## src/rtl/cfg_lock_pkg.sv

```systemverilog
package cfg_lock_pkg;

  typedef enum logic [2:0] {
    ACT_NOP,
    ACT_WEL_ON,
    ACT_WEL_OFF,
    ACT_RWEL_ON,
    ACT_COMMIT
  } act_e;

  typedef struct packed {
    logic ok;
    act_e act;
  } verdict_t;

  // Acceptance decision for one register byte in the present latch state.
  function automatic verdict_t judge(input logic [7:0] b, input logic wel, input logic rwel);
    verdict_t v;
    v.ok  = 1'b0;
    v.act = ACT_NOP;
    if (rwel) begin
      if (!b[7] && b[1]) begin
        v.ok  = 1'b1;
        v.act = b[2] ? ACT_NOP : ACT_COMMIT;
      end
    end else if (wel) begin
      case (b)
        8'h02:   begin v.ok = 1'b1; v.act = ACT_WEL_ON;  end
        8'h00:   begin v.ok = 1'b1; v.act = ACT_WEL_OFF; end
        8'h06:   begin v.ok = 1'b1; v.act = ACT_RWEL_ON; end
        default: v.ok = 1'b0;
      endcase
    end else if (b == 8'h02) begin
      v.ok  = 1'b1;
      v.act = ACT_WEL_ON;
    end
    return v;
  endfunction

endpackage

```

## src/rtl/cfg_lock_seq.sv

```systemverilog
module cfg_lock_seq
  import cfg_lock_pkg::*;
(
  input  logic       clk,
  input  logic       rst,
  input  logic       wr_start,
  input  logic       byte_vld,
  input  logic [7:0] byte_in,
  input  logic       stop,
  input  logic       busy,
  input  logic       wel,
  input  logic       rwel,
  output logic       ack_vld,
  output logic       ack,
  output logic       apply,
  output act_e       apply_act,
  output logic [7:0] apply_byte
);

  logic     in_txn;
  logic     seen;
  logic     pend_ok;
  verdict_t vd;

  assign vd    = judge(byte_in, wel, rwel);
  assign apply = stop && !wr_start && in_txn && pend_ok;

  always_ff @(posedge clk) begin
    if (rst) begin
      in_txn     <= 1'b0;
      seen       <= 1'b0;
      pend_ok    <= 1'b0;
      apply_act  <= ACT_NOP;
      apply_byte <= 8'h00;
      ack_vld    <= 1'b0;
      ack        <= 1'b0;
    end else begin
      ack_vld <= 1'b0;
      if (wr_start) begin
        in_txn  <= 1'b1;
        seen    <= 1'b0;
        pend_ok <= 1'b0;
      end else if (byte_vld && in_txn) begin
        ack_vld <= 1'b1;
        seen    <= 1'b1;
        if (busy || seen) begin
          ack     <= 1'b0;
          pend_ok <= 1'b0;
        end else begin
          ack        <= vd.ok;
          pend_ok    <= vd.ok;
          apply_act  <= vd.act;
          apply_byte <= byte_in;
        end
      end else if (stop) begin
        in_txn  <= 1'b0;
        pend_ok <= 1'b0;
      end
    end
  end

endmodule

```

## src/rtl/cfg_lock_commit.sv

```systemverilog
module cfg_lock_commit
  import cfg_lock_pkg::*;
#(
  parameter int COMMIT_CYC = 500000
) (
  input  logic       clk,
  input  logic       rst,
  input  logic       apply,
  input  act_e       apply_act,
  input  logic [7:0] apply_byte,
  input  logic       prot_clr,
  output logic       wel,
  output logic       rwel,
  output logic [1:0] wd,
  output logic [2:0] bp,
  output logic       busy
);

  localparam int CW = $clog2(COMMIT_CYC + 1);

  logic [CW-1:0] cnt;
  logic [1:0]    sh_wd;
  logic [2:0]    sh_bp;

  always_ff @(posedge clk) begin
    if (rst) begin
      wel   <= 1'b0;
      rwel  <= 1'b0;
      wd    <= 2'b11;
      bp    <= 3'b000;
      sh_wd <= 2'b11;
      sh_bp <= 3'b000;
      busy  <= 1'b0;
      cnt   <= '0;
    end else begin
      if (apply) begin
        case (apply_act)
          ACT_WEL_ON:  wel <= 1'b1;
          ACT_WEL_OFF: wel <= 1'b0;
          ACT_RWEL_ON: begin wel <= 1'b1; rwel <= 1'b1; end
          ACT_COMMIT: begin
            rwel  <= 1'b0;
            sh_wd <= apply_byte[6:5];
            sh_bp <= {apply_byte[0], apply_byte[4:3]};
            busy  <= 1'b1;
            cnt   <= CW'(COMMIT_CYC - 1);
          end
          default: ;
        endcase
      end else if (busy) begin
        if (cnt == '0) begin
          busy <= 1'b0;
          wd   <= sh_wd;
          bp   <= sh_bp;
        end else begin
          cnt <= cnt - 1'b1;
        end
      end
      if (prot_clr) rwel <= 1'b0;
    end
  end

endmodule

```

## src/rtl/cfg_lock_prot.sv

```systemverilog
module cfg_lock_prot #(
  parameter int AW     = 9,
  parameter int PAGE_B = 16
) (
  input  logic          clk,
  input  logic          rst,
  input  logic [2:0]    bp,
  input  logic          mem_wr_vld,
  input  logic [AW-1:0] mem_wr_addr,
  output logic          prot_clr,
  output logic          wp_hit
);

  localparam int DEPTH = 1 << AW;
  localparam int Q_UP  = (DEPTH / 4) * 3;
  localparam int H_UP  = DEPTH / 2;

  logic in_range;
  int   a;

  assign a = int'(mem_wr_addr);

  always_comb begin
    case (bp)
      3'b000:  in_range = 1'b0;
      3'b001:  in_range = (a >= Q_UP);
      3'b010:  in_range = (a >= H_UP);
      3'b011:  in_range = 1'b1;
      default: in_range = (a < (PAGE_B << bp[1:0]));
    endcase
  end

  assign prot_clr = mem_wr_vld && in_range;

  always_ff @(posedge clk) begin
    if (rst) wp_hit <= 1'b0;
    else     wp_hit <= prot_clr;
  end

endmodule

```

## src/rtl/cfg_lock_reg.sv

```systemverilog
module cfg_lock_reg
  import cfg_lock_pkg::*;
#(
  parameter int AW         = 9,
  parameter int PAGE_B     = 16,
  parameter int COMMIT_CYC = 500000
) (
  input  logic          clk,
  input  logic          rst,
  input  logic          wr_start,
  input  logic          byte_vld,
  input  logic [7:0]    byte_in,
  input  logic          stop,
  input  logic          mem_wr_vld,
  input  logic [AW-1:0] mem_wr_addr,
  input  logic          rd_req,
  output logic          ack_vld,
  output logic          ack,
  output logic          busy,
  output logic          rd_vld,
  output logic [7:0]    rd_data,
  output logic [1:0]    wd_sel,
  output logic          wp_hit
);

  logic       wel, rwel, apply, prot_clr;
  act_e       apply_act;
  logic [7:0] apply_byte;
  logic [1:0] wd;
  logic [2:0] bp;

  cfg_lock_seq u_seq (
    .clk(clk), .rst(rst), .wr_start(wr_start), .byte_vld(byte_vld),
    .byte_in(byte_in), .stop(stop), .busy(busy), .wel(wel), .rwel(rwel),
    .ack_vld(ack_vld), .ack(ack), .apply(apply), .apply_act(apply_act),
    .apply_byte(apply_byte)
  );

  cfg_lock_commit #(.COMMIT_CYC(COMMIT_CYC)) u_commit (
    .clk(clk), .rst(rst), .apply(apply), .apply_act(apply_act),
    .apply_byte(apply_byte), .prot_clr(prot_clr), .wel(wel), .rwel(rwel),
    .wd(wd), .bp(bp), .busy(busy)
  );

  cfg_lock_prot #(.AW(AW), .PAGE_B(PAGE_B)) u_prot (
    .clk(clk), .rst(rst), .bp(bp), .mem_wr_vld(mem_wr_vld),
    .mem_wr_addr(mem_wr_addr), .prot_clr(prot_clr), .wp_hit(wp_hit)
  );

  assign wd_sel = wd;

  always_ff @(posedge clk) begin
    if (rst) begin
      rd_vld  <= 1'b0;
      rd_data <= 8'h00;
    end else begin
      rd_vld <= rd_req;
      if (rd_req) rd_data <= {1'b0, wd, bp[1:0], rwel, wel, bp[2]};
    end
  end

endmodule

```

## config.mk

```make
export PLATFORM = sky130hd
export DESIGN_NAME = cfg_lock_reg
export DESIGN_NICKNAME = d
export VERILOG_FILES = /design/src/rtl/cfg_lock_pkg.sv /design/src/rtl/cfg_lock_seq.sv /design/src/rtl/cfg_lock_commit.sv /design/src/rtl/cfg_lock_prot.sv /design/src/rtl/cfg_lock_reg.sv
export SDC_FILE = /design/constraint.sdc
export NUM_CORES = 1
export LEC_CHECK = 0
export BUFFER_PORTS_ARGS = -buffer_cell sky130_fd_sc_hd__clkbuf_2
export CORE_MARGIN = 4
export CORE_UTILIZATION = 27
export CTS_CLUSTER_SIZE = 28
export DETAILED_ROUTE_END_ITERATION = 10
export PLACE_DENSITY = 0.49
export SETUP_SLACK_MARGIN = 0.2
export SLEW_MARGIN = 20
export SYNTH_ARGS = -nofsm -noshare
export SYNTH_HDL_FRONTEND = slang
export SYNTH_SLANG_ARGS = --single-unit
```

## constraint.sdc

```tcl
create_clock -name clk -period 4 [get_ports clk]
set_input_delay 0.4 -clock clk [delete_from_list [all_inputs] [get_ports clk]]
set_output_delay 0.4 -clock clk [all_outputs]
set_load 0.05 [all_outputs]
```

==> results.txt <==
- Status: finished clean
* Count of TritonRoute iterations in the first routing pass: 4
- In this run the tightest slew margin relative to its limit is around three fifths.
- Overflow left after global routing: 0
- The clock net in this run drives a total of 54 sinks.
- The area growth from synthesis to layout is 14.41%.
- Input/output buffers: 33
- Most frequent cells in the layout: sky130_fd_sc_hd__dfxtp_1 (54), sky130_fd_sc_hd__nor2_1 (33), sky130_fd_sc_hd__clkbuf_2 (33)
* H-tree lvl count: 2
* VDD IR max: around 0.14 mV
- Row count: 34
- Cell taking the most area after synthesis: sky130_fd_sc_hd__dfxtp_1
- Worst setup path class: register to register
- Reported max-cap violation count: 0
- Clock-pin slew was measured on the worst setup and hold paths at 0.10 ns.
- Synthesized netlist cell count: between 200 and 300
* Number of global-route vias before repair: about 1900
* Buffers inserted during post-CTS setup optimization: 0
* Capturing element type of the critical path: register
- Clock root cell: sky130_fd_sc_hd__clkbuf_8
- Number of register bits inferred by synthesis: between 50 and 60
- When the netlist entered floorplanning its net count stood at a little over 300.
* Critical Path, Cell by Cell: nand4b_2 > or3b_1 > or2_1 > nand2b_1 > nor2_1
- Power comes to between 0.9 and 1 mW.
- The later pin in the worst-skew pair is clocked with a latency of 0.31 ns.
* Number of unique standard cell types used by synthesis: 55
- RSZ-0062 raised after global routing: false
- Once detail routing completed, the nets flagged for antenna violations numbered 0.
- Final net count: 336
* Cell with the biggest individual delay on the critical path: sky130_fd_sc_hd__or3b_1
- Sequential cell area fraction in the yosys report: between 40% and 50%
- Critical path's top delay family: simple AND/OR/NAND/NOR gates
* Wire length of the first global-routing pass: around 9400 um
* Final setup violating endpoints: 0
- Entering global routing, the biggest net connects 32 pins.
- CP Max Fanout: 12
- Clock tree synthesis inserted a total of 5 buffers.
* Synth Area per Inst: about 9.0 um^2
- CTS tree: done
- The worst hold path begins at wr_start.
- In this run the number of cells on the critical path is 5.
- Fraction of layout instances using a drive strength above 1: a little under a fifth
- Measured along the x axis, the die boundary spans around 100 um.
- Dividing total power by cell area gives a power density of 340.8 nW/um^2.
- Detailed Route Iter0 Violations: 57
- Maximum number of buffers from clock root to sink: 2
* Worst reg2reg path endpoint: u_commit.cnt[14]
- The synthesized design contains 0 enable-type register cells.
* Post-cts hold buffer count: 0
- For this design the static power due to leakage is approximately 1.1 nW.
- Hold Path Class: input port to register
- Summed over its instances, the top area cell type makes up 43.09% of the synthesized netlist area.
* Overall routed net length: approximately 5300 um
* Final-report max-slew violation count: 0
* Post_cts resized: 0
* Worst path required time: 4.20 ns
- Detail-routed via count per cell: around 4.8
- Number of top-level pins: 39
- DRC violations left: 0
- Global-route usage over all layers: 10.33%
- Number of buffers and inverters on the critical path: 0
* Worst R2R Setup Slack: 1.89 ns
* DP Wirelength: around 3800 um
* Floorplan die height: approximately 100 um
- The total count of hold-check failures in the final report was 0.
- Transition time of the tightest slew-check pin: 0.6242 ns
* Highest achievable clock rate: between 400 and 500 MHz
- Initial antenna violation count: 0
* Cell types with the largest area share after synthesis: sky130_fd_sc_hd__dfxtp_1 (43%), sky130_fd_sc_hd__nor2_1 (4.9%), sky130_fd_sc_hd__a21oi_1 (4.8%), sky130_fd_sc_hd__mux2i_1 (4.4%), sky130_fd_sc_hd__nand2_1 (4.2%)
- Effective utilization at floorplan: 28.22%
- Most common library cell in the layout ignoring fill and taps: sky130_fd_sc_hd__dfxtp_1
- The number of cells on the worst reg-to-reg path is 5.
* Most common flop cell mapped by yosys: sky130_fd_sc_hd__dfxtp_1
- Area of the placeable core: 8891 um^2
* Via count: about 2000
- Subtracting the final worst setup slack from the clock period gives approximately 2.1 ns.
- Final weighted congestion in routability-driven placement: around 0.71
- Maximum cell stage delay along the critical path: about 0.48 ns
* Avg WL per Cell: about 13 um
* Post-Route Setup TNS: 0 ns
* N_diodes: 0
* Worst hold path depth: 2
* Floorplan die area: 10900 um^2
- The worst setup path is launched from a register.
* Post-synthesis instance area: 2509 um^2
- Synthesis warning total: 0
- Following the worst setup path forward leads to its endpoint at u_commit.cnt[14].
* Fin Clk Skew: ~0.0074 ns
* Launch instance of the worst register-to-register path: u_seq.in_txn
- For the worst setup path, the data arrival time is 2.31 ns.
- FFs w/ async S/R, synth: 0%
* Worst setup startpoint: u_seq.in_txn
- Share of the clock period used by the worst path after layout: a little over half
-- per-layer routing --
metal  up-vias  track usage, %  share of wire (%)
li1       1051               -                  -
met1       900           14.50                 54
met2        38           15.22                 41
met3         5           3.166                3.9
met4         0           2.849                1.1
met5         -               0                  0
-- kinds of logic after synthesis --
group / count (synthesis) / share of synthesized area, %
and+or+nand+nor: 122 / 27.38
muxes: 11 / 4.389
buffers and inverters: 18 / 3.391
xor gates and xnor gates: 12 / 4.189
adders and majority gates: 5 / 2.494
DFF: 54 / 43.09
other: 1 / 0.1495
AOI/OAI and AO/OA: 55 / 14.91
-- flip-flops by register name, indices dropped and copies added, names as in the netlist, 2 cells and up --
register / flops
u_commit.sh_wd: 2
u_seq.apply_act: 3
u_seq.apply_byte: 5
u_commit.sh_bp: 3
rd_data: 7
u_commit.wd: 2
u_commit.bp: 3
u_commit.cnt: 19
-- area by class of cell --
cell class	instances	area (um^2)
fillers	964	6021
multi-input cells	206	1343
flip-flops and latches	54	1081
repair buffers	34	172.7
well taps	108	135.1
clock buffers	5	68.82
clock inverters	3	47.55
inverters	6	22.52
-- through the flow --
| stage | area, um^2 | utilization, % | setup WS, ns | hold WS (ns) | instances |
|---|---|---|---|---|---|
| after floorplan | 2509 | - | 2.172 | 0.4321 | 278 |
| after global placement | 2754 | 30.97 | 1.663 | 0.4459 | 408 |
| after detailed placement | 2754 | 30.97 | 1.644 | 0.4483 | 408 |
| after CTS | 2870 | 32.28 | 1.823 | 0.3044 | 416 |
| after global routing | 2870 | 32.28 | 1.658 | 0.3223 | 416 |
| final | 2870 | 32.28 | 1.885 | 0.3177 | 416 |
-- worst min-delay path by stage --
stage                                     end  slack [ns]
after floorplan             u_commit.sh_bp[0]        0.43
after global placement      u_commit.sh_bp[2]        0.45
after detailed placement    u_commit.sh_bp[2]        0.45
after CTS                          u_seq.seen        0.30
after global routing      u_seq.apply_byte[6]        0.32
final                              u_seq.seen        0.32
-- power by group --
part / switching [mW] / internal [mW]
logic: 0.0355 / 0.0186
clock network: 0.190 / 0.190
registers: 0.00265 / 0.542
-- synth_stat cells (3+ instances only) --
library cell and count:
sky130_fd_sc_hd__xnor2_1 7, sky130_fd_sc_hd__or2_2 3, sky130_fd_sc_hd__inv_1 6, sky130_fd_sc_hd__dfxtp_1 54, sky130_fd_sc_hd__a211oi_1 8, sky130_fd_sc_hd__or4_1 3, sky130_fd_sc_hd__nor2b_1 4, sky130_fd_sc_hd__nor3_1 11
sky130_fd_sc_hd__a311oi_1 4, sky130_fd_sc_hd__nand2_1 28, sky130_fd_sc_hd__o21ai_0 4, sky130_fd_sc_hd__nand3_1 7, sky130_fd_sc_hd__nor2_1 33, sky130_fd_sc_hd__ha_1 5, sky130_fd_sc_hd__nand4_1 3, sky130_fd_sc_hd__nor4_4 3
sky130_fd_sc_hd__nand3b_1 3, sky130_fd_sc_hd__a21oi_1 24, sky130_fd_sc_hd__mux2i_1 11, sky130_fd_sc_hd__clkbuf_1 5, sky130_fd_sc_hd__nand2b_1 5, sky130_fd_sc_hd__xor2_1 5
Power figures use the tool's default switching activity.
